## config.mk

```make
export PLATFORM = sky130hd
export DESIGN_NAME = sat_acc_limiter
export DESIGN_NICKNAME = d
export VERILOG_FILES = /design/src/rtl/sat_lim_pkg.sv /design/src/rtl/sat_acc_bank.sv /design/src/rtl/sat_ovf_detect.sv /design/src/rtl/sat_word_limiter.sv /design/src/rtl/sat_sticky_flag.sv /design/src/rtl/sat_acc_limiter.sv
export SDC_FILE = /design/constraint.sdc
export NUM_CORES = 1
export LEC_CHECK = 0
export CORE_AREA = 3 3 101 103
export DETAILED_ROUTE_END_ITERATION = 10
export DIE_AREA = 0 0 104 106
export PLACE_DENSITY = 0.53
export SYNTH_ARGS = -nofsm -noshare
export SYNTH_HDL_FRONTEND = slang
export SYNTH_SLANG_ARGS = --single-unit
export TNS_END_PERCENT = 5
```

## constraint.sdc

```tcl
create_clock -name clk -period 2.6 [get_ports clk]
set_clock_uncertainty 0.2 [all_clocks]
set_input_delay 0.52 -clock clk [delete_from_list [all_inputs] [get_ports clk]]
set_output_delay 0.52 -clock clk [all_outputs]
set_load 0.01 [all_outputs]
```

## src/rtl/sat_lim_pkg.sv

```systemverilog
package sat_lim_pkg;
  parameter int unsigned EXT_W   = 4;
  parameter int unsigned WORD_W  = 16;
  parameter int unsigned NUM_ACC = 2;

  typedef enum logic [1:0] {
    CLIP_NONE = 2'd0,
    CLIP_POS  = 2'd1,
    CLIP_NEG  = 2'd2
  } clip_kind_t;
endpackage

```

## src/rtl/sat_acc_bank.sv

```systemverilog
module sat_acc_bank #(
  parameter int unsigned ACC_W   = 36,
  parameter int unsigned NUM_ACC = 2,
  parameter int unsigned SEL_W   = (NUM_ACC > 1) ? $clog2(NUM_ACC) : 1
) (
  input  logic             clk,
  input  logic             wr_en,
  input  logic [SEL_W-1:0] wr_sel,
  input  logic [ACC_W-1:0] wr_data,
  input  logic [SEL_W-1:0] rd_sel,
  output logic [ACC_W-1:0] rd_word
);
  logic [ACC_W-1:0] mem [NUM_ACC];

  // Plain write port with no reset so the array maps onto RAM.
  always_ff @(posedge clk) begin
    if (wr_en) mem[wr_sel] <= wr_data;
  end

  // The read returns the stored value, which is the value before a write in the same cycle.
  assign rd_word = mem[rd_sel];
endmodule

```

## src/rtl/sat_ovf_detect.sv

```systemverilog
module sat_ovf_detect
  import sat_lim_pkg::*;
#(
  parameter int unsigned EXT_W  = 4,
  parameter int unsigned WORD_W = 16,
  localparam int unsigned GRD_W = EXT_W + 1
) (
  input  logic [GRD_W-1:0] guard_bits,
  output clip_kind_t       kind
);
  logic in_use;

  // The extension is unused when it only repeats the sign bit of the upper word.
  assign in_use = !((&guard_bits) || !(|guard_bits));

  always_comb begin
    if (!in_use)                kind = CLIP_NONE;
    else if (guard_bits[GRD_W-1]) kind = CLIP_NEG;
    else                        kind = CLIP_POS;
  end
endmodule

```

## src/rtl/sat_word_limiter.sv

```systemverilog
module sat_word_limiter
  import sat_lim_pkg::*;
#(
  parameter int unsigned WORD_W = 16
) (
  input  logic [WORD_W-1:0] upper_word,
  input  clip_kind_t        kind,
  input  logic              sat_en,
  output logic [WORD_W-1:0] out_word,
  output logic              clipped
);
  localparam logic [WORD_W-1:0] MAX_POS = {1'b0, {(WORD_W-1){1'b1}}};
  localparam logic [WORD_W-1:0] MAX_NEG = {1'b1, {(WORD_W-1){1'b0}}};

  always_comb begin
    out_word = upper_word;
    clipped  = 1'b0;
    if (sat_en) begin
      unique case (kind)
        CLIP_POS: begin out_word = MAX_POS; clipped = 1'b1; end
        CLIP_NEG: begin out_word = MAX_NEG; clipped = 1'b1; end
        default:  begin out_word = upper_word; clipped = 1'b0; end
      endcase
    end
  end
endmodule

```

## src/rtl/sat_sticky_flag.sv

```systemverilog
module sat_sticky_flag (
  input  logic clk,
  input  logic rst,
  input  logic set_i,
  input  logic clr_i,
  output logic flag_o
);
  // A set in the same cycle as a clear wins.
  always_ff @(posedge clk) begin
    if (rst)        flag_o <= 1'b0;
    else if (set_i) flag_o <= 1'b1;
    else if (clr_i) flag_o <= 1'b0;
  end
endmodule

```

## src/rtl/sat_acc_limiter.sv

```systemverilog
module sat_acc_limiter
  import sat_lim_pkg::*;
#(
  parameter int unsigned EXT_W   = sat_lim_pkg::EXT_W,
  parameter int unsigned WORD_W  = sat_lim_pkg::WORD_W,
  parameter int unsigned NUM_ACC = sat_lim_pkg::NUM_ACC,
  localparam int unsigned ACC_W  = EXT_W + 2 * WORD_W,
  localparam int unsigned SEL_W  = (NUM_ACC > 1) ? $clog2(NUM_ACC) : 1
) (
  input  logic              clk,
  input  logic              rst,
  input  logic              wr_en,
  input  logic [SEL_W-1:0]  wr_sel,
  input  logic [ACC_W-1:0]  wr_data,
  input  logic              rd_req,
  input  logic [SEL_W-1:0]  rd_sel,
  input  logic              sat_en,
  input  logic              flag_clr,
  output logic [WORD_W-1:0] rd_data,
  output logic              rd_valid,
  output logic              lim_flag
);
  logic [ACC_W-1:0]  acc_word;
  logic [WORD_W-1:0] upper_word;
  logic [EXT_W:0]    guard_bits;
  clip_kind_t        kind;
  logic [WORD_W-1:0] lim_word;
  logic              clipped;
  logic              unused_low;

  sat_acc_bank #(.ACC_W(ACC_W), .NUM_ACC(NUM_ACC), .SEL_W(SEL_W)) u_bank (
    .clk     (clk),
    .wr_en   (wr_en),
    .wr_sel  (wr_sel),
    .wr_data (wr_data),
    .rd_sel  (rd_sel),
    .rd_word (acc_word)
  );

  assign upper_word = acc_word[ACC_W-EXT_W-1 -: WORD_W];
  assign guard_bits = acc_word[ACC_W-1 -: EXT_W+1];
  assign unused_low = ^acc_word[WORD_W-1:0];

  sat_ovf_detect #(.EXT_W(EXT_W), .WORD_W(WORD_W)) u_detect (
    .guard_bits (guard_bits),
    .kind       (kind)
  );

  sat_word_limiter #(.WORD_W(WORD_W)) u_limit (
    .upper_word (upper_word),
    .kind       (kind),
    .sat_en     (sat_en),
    .out_word   (lim_word),
    .clipped    (clipped)
  );

  sat_sticky_flag u_flag (
    .clk    (clk),
    .rst    (rst),
    .set_i  (rd_req && clipped),
    .clr_i  (flag_clr),
    .flag_o (lim_flag)
  );

  always_ff @(posedge clk) begin
    if (rst) begin
      rd_data  <= '0;
      rd_valid <= 1'b0;
    end else begin
      rd_valid <= rd_req;
      if (rd_req) rd_data <= lim_word;
    end
  end
endmodule

```

==> key figures <==
Status
  – Status: complete, no violations

Timing
  – Fin. max-slew vios: 0
  – Final setup fails: 0
  – Setup ws final: 0.432 ns
  – Max-slew headroom: 71.6%
  – Hold Slack: 0.300 ns
  – Setup TNS: 0 ns
  – Fin. Hold Viols: 0
  – Period minus WS final: 2.17 ns
  – Period Utilization, post-route: 83.4%
  – RSZ-0062 raised after global routing: no
  – Max Fclk: 461 MHz
  – Worst-Margin Slew: 0.424 ns

Floorplan
  – Die width: 104 um
  – Die ar.: 11000 sq um
  – Core Rows: 35
  – Die Y-Extent: 106 um
  – I/O pins: 62
  – Core Region: 9280 sq um
  – Initial core utilization: 24.2%

Critical path
  – Startpoint types: primary input
  – CP max stage delay: 0.63 ns
  – Crit-path cells: clkdlybuf4s50_1, nor2b_1, a21oi_1, nand4_4, a311oi_1
  – Critical Path AT: 2.20 ns
  – CP bufs+invs: 1
  – CP max-delay cell: clkdlybuf4s50_1
  – Worst path top cell family by delay: buffers and inverters
  – Critical path class: in2reg
  – CP Capture Type: flop
  – Critical path data required time: 2.64 ns
  – Crit path max fanout: 16

Yosys
  – Yosys cell types: 28
  – Post-synth EDFFs: 40
  – Area leader, netlist: edfxtp_1
  – Post-synth ARST share: 0%
  – Post-Syn Area: 2250 sq um
  – Largest cells by area after synthesis: edfxtp_1, dfxtp_1, a22oi_2
  – Ys Warns: 0
  – Synth Area per Inst: 15.1 sq um
  – Synth Instances: 149
  – Synthesized net count: 193
  – Post-synthesis sequential element count: 58
  – Seq/Total Area, Yosys: 69.4%
  – Most frequent cell after synthesis: edfxtp_1
  – Main synth FF type: edfxtp_1
  – Post-synth top area share: 53.4%
  – Synth cell count leaders: edfxtp_1, dfxtp_1, nor2b_1

CTS
  – CTS clk-pin slew, worst paths: 0.06 ns
  – CTS buffer count: 9
  – Postcts setup bufs: 0
  – CTS sink cnt: 58
  – Resize count post-CTS: 0
  – Clk root buf: clkbuf_8
  – TritonCTS clock tree: yes
  – Htree depth: 3
  – Max clock buf depth: 2
  – Hold buffers post-CTS: 0
  – Clock Latency Late Sink: 0.32 ns

Placement
  – Buffers on Ports: 45
  – Pre-CTS setup slack: 0.0613 ns
  – Final Wtd Congestion: 0.676
  – Detailed Place HPWL: 2910 um

Global route
  – Initial antenna violation count: 0
  – Largest net degree at the start of global routing: 29
  – First-pass GRT wire length: 6770 um
  – Overall Global Routing Usage: 8.24%
  – Number of global-route vias before repair: 1360
  – Gr ovfl total: 0

Detailed routing
  – Post-route DRC: 0
  – Vias per cell: 4.10
  – Drt total wl: 4240 um
  – Vias: 1377
  – DRT Pass-1 Iters: 4
  – Avg WL per Cell: 12.6 um
  – Post-DRT Antenna Nets: 0
  – DRT iter0 DRCs: 32

Min path
  – Worst min-delay path category: reg2reg

Final layout
  – Share of post-route cells with drive strength above 1: 17.4%
  – Nets: 246
  – Ant diodes: 0
  – Area growth syn-to-layout: 33.4%

Run
  – Max Cap Viol: 0

Power and ir drop
  – Worst vdd ir: 0.146 mV
  – LEAKAGE: 0.970 nW
  – Pwr dens: 651 nW/um^2
metrics by stage:
stage                     area, sq um  cells  utilization (%)  power (W)
after detailed placement         2850    320             30.6    0.00132
final                            3000    336             32.3    0.00195
after global placement           2850    320             30.6    0.00132
after CTS                        3000    336             32.3    0.00199
after global routing             3000    336             32.3    0.00206
after floorplan                  2250    149                -    0.00121
cell families after synthesis:
family                 Yosys count  synth area share [%]
AO/OA/AOI/OAI                   32                  14.1
flip-flops                      58                  69.4
buffers and inverters            8                  2.50
AND/OR/NAND/NOR                 48                  12.1
multiplexers                     3                  1.95
flip-flops by register name, indices dropped and copies added (netlist names):
signal         count
rd_valid           1
u_flag.flag_o      1
u_bank.mem        40
rd_data           16
placed cells by master, fill, tap and decap left out:
cell type	n
a21oi_1	1
a221oi_1	14
a22oi_1	4
a22oi_2	10
a311oi_1	2
a32oi_2	1
and2_1	1
and3_1	1
buf_4	5
clkbuf_1	3
clkbuf_8	9
clkdlybuf4s50_1	45
clkinv_2	4
dfxtp_1	18
edfxtp_1	40
mux2_2	1
mux2i_1	1
mux4_2	1
nand2_1	16
nand2_2	1
nand2b_1	2
nand4_1	2
nand4_4	1
nor2_1	3
nor2_2	1
nor2b_1	17
nor2b_2	1
nor3_1	1
or4_4	1
metal layers:
layer / part of all wire (%) / global-route usage [%] / up-vias / routed length, um
li1: - / - / 687 / -
met1: 42 / 8.99 / 651 / 1770
met2: 50 / 13.1 / 30 / 2110
met3: 5.4 / 2.98 / 9 / 229
met4: 2.9 / 6.27 / 0 / 122
met5: 0 / 0 / - / 0
path summary, 6_finish.rpt:
check / startpoint / endpoint / slack, ns / cells after the start
hold / removal: rd_data[15] / rd_data[15] / 0.30 / 2
setup reg to reg: u_bank.mem[0][35] / rd_data[0] / 0.84 / 4
setup / recovery: rd_sel / rd_data[0] / 0.43 / 5
hold reg to reg: rd_data[15] / rd_data[15] / 0.30 / 2
worst min-delay path, cell delays in order (launching register included):
cell and delay [ns]:
dfxtp_1 0.33, mux2i_1 0.07, nor2_1 0.07
report_power, final:
part / switching, W / internal, W / leakage [nW]
clock network: 0.000315 / 0.000339 / 0.0839
logic: 0.0000973 / 0.000119 / 0.362
registers: 0.0000267 / 0.00106 / 0.524
area by class of cell:
cell class	instances	area, sq um
clock buffer	12	135
clock inverter	4	20.0
fill	949	6280
multi-input combinational	83	634
sequential	58	1560
tap	129	161
timing repair buffer	50	488
(Power assumes the default switching activity.)
